--- src/rtl/rs_pkg.sv ---
package rs_pkg;
  typedef enum logic [1:0] {ST_PAUSE, ST_WAKE, ST_RUN} rs_state_e;
  typedef enum logic [1:0] {PH_IDLE, PH_LEAD, PH_ACT, PH_PRE} rs_phase_e;
endpackage

--- src/rtl/rs_interval_timer.sv ---
// Free-running period counter; tick pulses for one cycle every PERIOD cycles while enabled.
module rs_interval_timer #(
  parameter int PERIOD = 1562
) (
  input  logic clk,
  input  logic rst,
  input  logic en,
  output logic tick
);
  localparam int CW = (PERIOD > 1) ? $clog2(PERIOD) : 1;
  localparam logic [CW-1:0] LAST = CW'(PERIOD - 1);

  logic [CW-1:0] cnt_q;

  assign tick = en && (cnt_q == LAST);

  always_ff @(posedge clk) begin
    if (rst) begin
      cnt_q <= '0;
    end else if (en) begin
      cnt_q <= tick ? '0 : cnt_q + 1'b1;
    end
  end
endmodule

--- src/rtl/rs_owed_ctr.sv ---
// Saturating count of refresh demands not yet served.
module rs_owed_ctr #(
  parameter int MAX_CNT = 8,
  parameter int CW      = $clog2(MAX_CNT + 1)
) (
  input  logic          clk,
  input  logic          rst,
  input  logic          clr,
  input  logic          inc,
  input  logic          dec,
  output logic [CW-1:0] count,
  output logic          full
);
  assign full = (count == CW'(MAX_CNT));

  always_ff @(posedge clk) begin
    if (rst || clr) begin
      count <= '0;
    end else if (inc && !dec && !full) begin
      count <= count + 1'b1;
    end else if (dec && !inc) begin
      count <= count - 1'b1;
    end
  end
endmodule

--- src/rtl/rs_cbr_engine.sv ---
// Runs one CAS-before-RAS cycle per start: lead, active, precharge.
module rs_cbr_engine
  import rs_pkg::*;
#(
  parameter int T_CSR = 1,
  parameter int T_RAS = 4,
  parameter int T_RP  = 3
) (
  input  logic clk,
  input  logic rst,
  input  logic start,
  output logic busy,
  output logic ras_n,
  output logic cas_n
);
  localparam int LMAX0 = (T_RAS > T_RP) ? T_RAS : T_RP;
  localparam int LMAX  = (LMAX0 > T_CSR) ? LMAX0 : T_CSR;
  localparam int LW    = $clog2(LMAX + 1);

  rs_phase_e      ph_q, ph_d;
  logic [LW-1:0]  cnt_q, cnt_d, last;

  always_comb begin
    case (ph_q)
      PH_LEAD: last = LW'(T_CSR - 1);
      PH_ACT:  last = LW'(T_RAS - 1);
      default: last = LW'(T_RP - 1);
    endcase
    ph_d  = ph_q;
    cnt_d = cnt_q;
    if (ph_q == PH_IDLE) begin
      if (start) begin
        ph_d  = PH_LEAD;
        cnt_d = '0;
      end
    end else if (cnt_q == last) begin
      cnt_d = '0;
      case (ph_q)
        PH_LEAD: ph_d = PH_ACT;
        PH_ACT:  ph_d = PH_PRE;
        default: ph_d = PH_IDLE;
      endcase
    end else begin
      cnt_d = cnt_q + 1'b1;
    end
  end

  assign busy = (ph_q != PH_IDLE);

  always_ff @(posedge clk) begin
    if (rst) begin
      ph_q  <= PH_IDLE;
      cnt_q <= '0;
      ras_n <= 1'b1;
      cas_n <= 1'b1;
    end else begin
      ph_q  <= ph_d;
      cnt_q <= cnt_d;
      ras_n <= (ph_d != PH_ACT);
      cas_n <= !((ph_d == PH_LEAD) || (ph_d == PH_ACT));
    end
  end
endmodule

--- src/rtl/rs_refresh_sched.sv ---
module rs_refresh_sched
  import rs_pkg::*;
#(
  parameter int CLK_MHZ      = 100,
  parameter int PAUSE_US     = 200,
  parameter int RETENTION_US = 16000,
  parameter int ROWS         = 1024,
  parameter int WAKE_CYCLES  = 8,
  parameter int MAX_OWED     = 8,
  parameter int T_CSR        = 1,
  parameter int T_RAS        = 4,
  parameter int T_RP         = 3
) (
  input  logic clk,
  input  logic rst,
  input  logic rfsh_gnt,
  output logic rfsh_req,
  output logic ras_n,
  output logic cas_n,
  output logic init_done
);
  localparam int PAUSE_CYC = PAUSE_US * CLK_MHZ;
  localparam int INT_CYC   = (RETENTION_US * CLK_MHZ) / ROWS;
  localparam int PW        = (PAUSE_CYC > 1) ? $clog2(PAUSE_CYC) : 1;
  localparam int OW        = $clog2(MAX_OWED + 1);
  localparam int BW        = $clog2(WAKE_CYCLES + 1);

  rs_state_e     st_q;
  logic [PW-1:0] pcnt_q;
  logic [BW-1:0] burst_q;
  logic          need_gnt_q;
  logic          timer_on_q;
  logic          init_done_q;

  logic          tick, busy, owed_full, miss;
  logic          start_wake, start_run, start;
  logic [OW-1:0] owed;

  rs_interval_timer #(.PERIOD(INT_CYC)) u_timer (
    .clk(clk), .rst(rst), .en(timer_on_q), .tick(tick)
  );

  assign start_wake = (st_q == ST_WAKE) && (burst_q != '0) && !busy
                      && (!need_gnt_q || rfsh_gnt);
  assign start_run  = (st_q == ST_RUN) && (owed != '0) && !busy && rfsh_gnt;
  assign start      = start_wake || start_run;
  assign miss       = (st_q == ST_RUN) && tick && owed_full && !start_run;

  rs_owed_ctr #(.MAX_CNT(MAX_OWED), .CW(OW)) u_owed (
    .clk(clk), .rst(rst), .clr(miss), .inc(tick), .dec(start_run),
    .count(owed), .full(owed_full)
  );

  rs_cbr_engine #(.T_CSR(T_CSR), .T_RAS(T_RAS), .T_RP(T_RP)) u_engine (
    .clk(clk), .rst(rst), .start(start), .busy(busy),
    .ras_n(ras_n), .cas_n(cas_n)
  );

  always_ff @(posedge clk) begin
    if (rst) begin
      st_q        <= ST_PAUSE;
      pcnt_q      <= '0;
      burst_q     <= '0;
      need_gnt_q  <= 1'b0;
      timer_on_q  <= 1'b0;
      init_done_q <= 1'b0;
    end else begin
      case (st_q)
        ST_PAUSE: begin
          if (pcnt_q == PW'(PAUSE_CYC - 1)) begin
            st_q       <= ST_WAKE;
            burst_q    <= BW'(WAKE_CYCLES);
            need_gnt_q <= 1'b0;
          end else begin
            pcnt_q <= pcnt_q + 1'b1;
          end
        end
        ST_WAKE: begin
          if (start_wake) begin
            burst_q <= burst_q - 1'b1;
          end else if ((burst_q == '0) && !busy) begin
            st_q        <= ST_RUN;
            init_done_q <= 1'b1;
            timer_on_q  <= 1'b1;
          end
        end
        ST_RUN: begin
          if (miss) begin
            st_q        <= ST_WAKE;
            burst_q     <= BW'(WAKE_CYCLES);
            need_gnt_q  <= 1'b1;
            init_done_q <= 1'b0;
          end
        end
        default: st_q <= ST_PAUSE;
      endcase
    end
  end

  // Decoded from registers only; no path from rfsh_gnt.
  assign rfsh_req  = ((st_q == ST_RUN) && ((owed != '0) || busy))
                   || ((st_q == ST_WAKE) && need_gnt_q);
  assign init_done = init_done_q;
endmodule

--- config.mk ---
export PLATFORM = sky130hd
export DESIGN_NAME = rs_refresh_sched
export DESIGN_NICKNAME = d
export VERILOG_FILES = /design/src/rtl/rs_pkg.sv /design/src/rtl/rs_interval_timer.sv /design/src/rtl/rs_owed_ctr.sv /design/src/rtl/rs_cbr_engine.sv /design/src/rtl/rs_refresh_sched.sv
export SDC_FILE = /design/constraint.sdc
export NUM_CORES = 1
export LEC_CHECK = 0
export ABC_AREA = 1
export BUFFER_PORTS_ARGS = -buffer_cell sky130_fd_sc_hd__buf_2
export CORE_ASPECT_RATIO = 0.8
export CORE_MARGIN = 2
export CORE_UTILIZATION = 53
export DETAILED_ROUTE_END_ITERATION = 12
export PLACE_DENSITY = 0.72
export SETUP_SLACK_MARGIN = 0.5
export SLEW_MARGIN = 10
export SYNTH_ARGS = -nofsm -noshare
export SYNTH_HDL_FRONTEND = slang
export SYNTH_HIERARCHICAL = 1
export SYNTH_SLANG_ARGS = --single-unit
export TNS_END_PERCENT = 100
--- constraint.sdc ---
create_clock -name clk -period 2.2 [get_ports clk]
set_input_delay 0.44 -clock clk [delete_from_list [all_inputs] [get_ports clk]]
set_output_delay 0.44 -clock clk [all_outputs]
set_load 0.01 [all_outputs]
======== After elaboration in Yosys (flattened, before gate mapping) ========
Index checks and enable logic that the tools add are counted.
storage, ports and cells
  word-level logic and storage cells ...... 108
  bits of input ports ..................... 3
  register bits ........................... 46
  output and inout bits ................... 4
cells by class
  muxes and demuxes ....................... 27
  eq/ne operators ......................... 17
  bitwise logic cells ..................... 2
  add/subtract/negate cells ............... 6
  reduce and logical (&&, ||, !) cells .... 44
operators with widths
  kind                   count
  $mux 4                 5
  $logic_and 1x1->1      16
  $add 15x1->15 const B  1
  $eq 15x15->1 const B   1
  $mux 2                 7
  $pmux 4 s3             1
  $reduce_and 4->1       3
  $add 11x1->11 const B  1
  $eq 11x11->1 const B   1
  $mux 11                1
  $ne 2x2->1 const B     5
  $mux 3                 3
  $pmux 2 s2             2
  $reduce_bool 2->1      4
  $reduce_bool 4->1      2
  $sub 4x1->4 const B    2
  $eq 2x1->1 const B     3
  $eq 2x2->1 const B     3
  $logic_not 1->1        6
  $logic_or 1x1->1       6
  $pmux 2 s3             1
  $reduce_and 3->1       2
  $mux 1                 5
  $add 4x1->4 const B    1
  other kinds (10)       14

======== Depth between registers and ports, before layout ========
  word-level depth ........................ 10
  mapped depth ............................ 19
  mapped depth without buffers ............ 19

======== Cells and area by module ========
The synthesis kept the hierarchy.
by module, submodules not included
  module             times used  cells an instance  area each (µm²)  seq. area each (µm²)
  rs_refresh_sched   1           228                1433.9           480.5
  rs_interval_timer  1           98                 669.4            220.2
  rs_cbr_engine      1           59                 420.4            140.1
  rs_owed_ctr        1           40                 307.8            80.1

======== Worst setup path before layout ========
OpenSTA, ideal clock, no wires.
  path type ............................... reg2reg
  start point ............................. register (tool-made name)
  end point ............................... register u_owed.count[3]
  arrival time ............................ 2105 ps
  library setup time ...................... 113 ps
  stages on the path, launching flop included .. 19
  path buffers ............................ 0
  period minus slack after synthesis ...... 2218 ps
  setup slack ............................. -18 ps
  data required time ...................... 2087 ps
  cell sequence ........................... dfxtp_1 > inv_1 > ha_1 > inv_2 > inv_1 > nand2_1 > nor2_1 > nand2_1 > inv_1 > nor2_2 > nand2_4 > ha_1 > or2_1 > nand2_2 > nand2_1 > o21ai_2 > nand2_1 > nand2_1 > nor2_1
RTL lines
  element                 RTL line           text
  end signal: assignment  rs_owed_ctr.sv:20  count <= count + 1'b1;
  end signal: assignment  rs_owed_ctr.sv:22  count <= count - 1'b1;
  end: declaration        rs_owed_ctr.sv:11  output logic [CW-1:0] count,

======== Worst setup path in the final report ========
  start point ............................. register u_timer.cnt_q[1]
  end point ............................... register u_owed.count[3]
between the ends
  word-level cells in the longest chain between the ends .. 6
  elaborated cells between the ends (all ways) .. 12
  classes of those cells .................. 1 x eq/ne; 1 x mux; 10 x reduce/logical
RTL lines
  element                         RTL line                 text
  start: declaration              rs_interval_timer.sv:13  logic [CW-1:0] cnt_q;
  start signal: assignment        rs_interval_timer.sv:21  cnt_q <= tick ? '0 : cnt_q + 1'b1;
  $eq 11x11->1 (*)                rs_interval_timer.sv:15  assign tick = en && (cnt_q == LAST);
  $logic_and 1x1->1 (*)           rs_interval_timer.sv:15
  via tick                        rs_refresh_sched.sv:35   logic tick, busy, owed_full, miss;
  $logic_and 1x1->1 (3 in a row)  rs_refresh_sched.sv:47   assign miss = (st_q == ST_RUN) && tick && owed_full && !start_run;
  $logic_or 1x1->1                rs_owed_ctr.sv:17        if (rst || clr) begin
Mark *: on every way through the listed nets, which the timed path passes. The rest lies on a longest branch.
A chain may end at the register's enable or synchronous reset.

==> results.md <==
- Leakage power summed over all cells: approximately 1.5 nW
- Initial cell density of the core: a little under three fifths
- Global placement routability congestion: just under 0.9
- Part of the power in combinational logic: around two fifths
- Number of violations reported at the end of detailed-routing iteration 0: 203
- Final routed wire length divided by cell count: roughly 13 um
- Post-route clock period utilization: between 80% and 90%
- Synth cell types: 31
- Row count: 23
- Antenna-violating nets left: 0
- Synth top area share: between 30% and 40%
- Fraction of layout instances using a drive strength above 1: a little over a quarter
- Critical path fanouts, max: 4
- Compound-cell area share of the yosys netlist: under 10%
- Deepest clock path buffer count: 2
- Largest cells by area after synthesis: dfxtp_1 33%, nand2_1 14%, nor2_1 8.4%, inv_1 7.6%, ha_1 5.3%
- Post-CTS Hold Fix Bufs: 0
- Setup TNS: 0 ns
- Library cell occupying the most area in the post-synthesis netlist: dfxtp_1
- Vertical extent of the die: roughly 70 um
- Internal Dissipation: 1.67 mW
- Count of pins over their slew limit: 0
- Core outline area: roughly 0.0051 mm2
- Number of detailed-routing iterations run before antenna repair: 5
- Proportion of synthesized area in mux cells: 0%
- Final antenna diode count: 0
- Clock slew at reported path FFs: 0.10 ns
- Setup-failing EPs final: 0
- Power per cell area: around 780 mW/mm2
- Overall die area: roughly 0.0059 mm2
- Final Net Count: 480
- Fraction of the mapped netlist area in simple logic gates: a little over two fifths
- Number of non-filler instances in the completed layout: ~530
- GRT Resource Usage Total: between 20% and 30%
- Final-report hold violation count: 0
- Max-capacitance violation count: 0
- Clock Latency Late Sink: between 0.3 and 0.4 ns
- Number of synthesis warnings: 6
- Share of power burned in the clock network: between 20 and 25%
- Worst max-slew margin expressed relative to the limit: approximately three fifths
- Final wirelength: around 6.8 mm
- Worst Path Class, Setup: reg -> reg
- Maximum vdd ir drop: between 0.4 and 0.5 mV
- TritonCTS clock tree: yes
- Commonest cells after routing, fill and taps aside: 94 x nand2_1, 59 x nor2_1, 49 x inv_1
- Number of standard cells after synthesis: approximately 430
- Setup repair after global routing missed its margin: true
- Endpoint kind of the worst setup timing path: flip-flop
- Sequential fraction of design power: a little under two fifths
- Most common cell after layout, fill and taps aside: nand2_1
- Clock skew: roughly 0.013 ns
- Post-synthesis xor/xnor area fraction: approximately 2.2%
- Reported net switching power: slightly above 1 mW
- Die width: roughly 86 um
- Clock H-tree levels: 2
- Kind of path behind the tightest hold check: reg -> reg
- Number of remaining DRC errors: 0
- Drt via density: 5.30
- Post-synthesis net count: ~440
- Data required time of the critical path: around 2.4 ns
- Number of CTS-inserted buffers: 5
- Global-route wire length before repair: 10.3 mm
- DPL Wire Length: 4.19 mm
- Final min period: around 2 ns
- Num ports: 7
- Highest clock frequency the design can meet: approximately 510 MHz
- Layout Area Growth over Synthesis: 21.6%
- Transition time at the pin with the least slew margin: roughly 0.57 ns
- Total overflow reported by the global router: 0
- Port buffer count: 6
- Clock Sinks: 46
- Number of placed instances, taps included: just under 500
- Critical Path Source Type: flip-flop
- Total vias in the final route: around 2800
- Number of antenna violations at the first check in global routing: 0
- CTS root buffer: clkbuf_8
- Arrival @ worst endpoint: roughly 2.2 ns
- Number of global-route vias before repair: about 2500
- Share of synthesized area occupied by flip-flops and latches: 32.5%
- Pin count of the biggest net entering global routing: 25
- Post-synthesis share of cell area spent on full adders, half adders and majority gates: 6.01%
- Post-synthesis area per instance: about 6.7 um2
- Sw Ratio: 37.9%
- Run status: completed
- Flops & latches, synth: 46
- Cell area after synthesis: approximately 0.0028 mm2
- Largest family of logic cells by synthesized area: simple AND/OR/NAND/NOR gates
==> per-layer routing <==
layer / GRT usage, % / wire (um) / vias up
met2: 34.0 / 3320 / 72
li1: - / - / 1420
met4: 6.70 / 106 / 0
met3: 3.81 / 276 / 14
met1: 28.5 / 3100 / 1286
met5: 0 / 0 / -
==> logic make-up (layout without fill, tap and decap cells) <==
family / count (synthesis) / in the layout
AND/OR/NAND/NOR: 249 / 250
XOR/XNOR: 7 / 7
buffers and inverters: 70 / 109
AO/OA/AOI/OAI: 40 / 40
adder cells (fa/ha/maj): 13 / 13
flip-flops: 46 / 46
==> state kept, by name (all words and copies together), names as in the netlist, named ones only <==
name            flops
burst_q             4
init_done           1
need_gnt_q          1
pcnt_q             15
st_q                2
timer_on_q          1
u_engine/cas_n      1
u_engine/cnt_q      3
u_engine/ph_q       1
u_engine/ras_n      1
u_owed/count        4
u_timer/cnt_q      11
==> path summary, 6_finish.rpt <==
check	start	end	slack (ns)	cells after the start
setup / recovery	u_timer/cnt_q[1]	u_owed/count[3]	0.25	16
hold / removal	pcnt_q[13]	pcnt_q[13]	0.49	2
setup reg to reg	u_timer/cnt_q[1]	u_owed/count[3]	0.25	16
hold reg to reg	pcnt_q[13]	pcnt_q[13]	0.49	2
==> cells in the mapped netlist, drive strengths merged <==
| cell type | instances |
|---|---|
| nand2 | 115 |
| nor2 | 73 |
| inv | 65 |
| dfxtp | 46 |
| nand3 | 31 |
| a21oi | 23 |
| o21ai | 17 |
| nand4 | 13 |
| ha | 12 |
| nor3 | 10 |
| or2 | 4 |
| xor2 | 4 |
| buf | 3 |
| xnor2 | 3 |
| clkbuf | 2 |
| fa | 1 |
| nand3b | 1 |
| nor3b | 1 |
| nor4 | 1 |
==> power by group through the flow <==
stage          Combinational [mW]  Clock, mW  Sequential (mW)
2_1_floorplan               0.672          0             1.02
3_3_place_gp                0.760          0             1.02
3_5_place_dp                0.780          0             1.02
4_1_cts                     0.828      0.659             1.00
5_1_grt                      1.15      0.702             1.02
6_report                     1.03      0.647             1.01
==> what timing repair did <==
action                                  CTS  global route
endpoints found under the setup margin    8            26
pin swaps                                 9            17
buffers inserted                         14            11
gates resized for setup                  13            36
gates cloned                              0             1
==> area by class of cell <==
cell class | count | area [um2]
clock buffers | 6 | 72.6
well taps | 62 | 77.6
flip-flops and latches | 46 | 930
multi-input cells | 310 | 1800
repair buffers | 36 | 270
inverters | 65 | 254
clock inverters | 2 | 37.5
fillers | 447 | 1650
==> critical path: stages, from the launching register on <==
cell      delay [ns]
dfxtp_2         0.33
inv_2           0.06
ha_4            0.12
nand3_2         0.07
nand3b_4        0.17
inv_2           0.07
inv_2           0.05
nor2_4          0.11
nand2_4         0.08
ha_4            0.22
or2_1           0.22
nand2_2         0.07
nand2_1         0.06
o21ai_2         0.06
nand2_1         0.06
nand2_1         0.06
nor2_1          0.04
==> metrics by stage <==
step | util [%] | setup slack (ns) | hold WS (ns) | instance area (um2) | power (mW)
global route | 67.6 | 0.133 | 0.521 | 3440 | 2.87
floorplan | - | 0.232 | 0.453 | 2880 | 1.69
CTS | 63.3 | 0.240 | 0.488 | 3220 | 2.49
finish | 67.6 | 0.246 | 0.491 | 3440 | 2.68
global placement | 58.5 | 0.147 | 0.469 | 2980 | 1.78
detailed placement | 58.5 | 0.0761 | 0.474 | 2980 | 1.80
No activity file was read; power rests on OpenSTA's default activity.
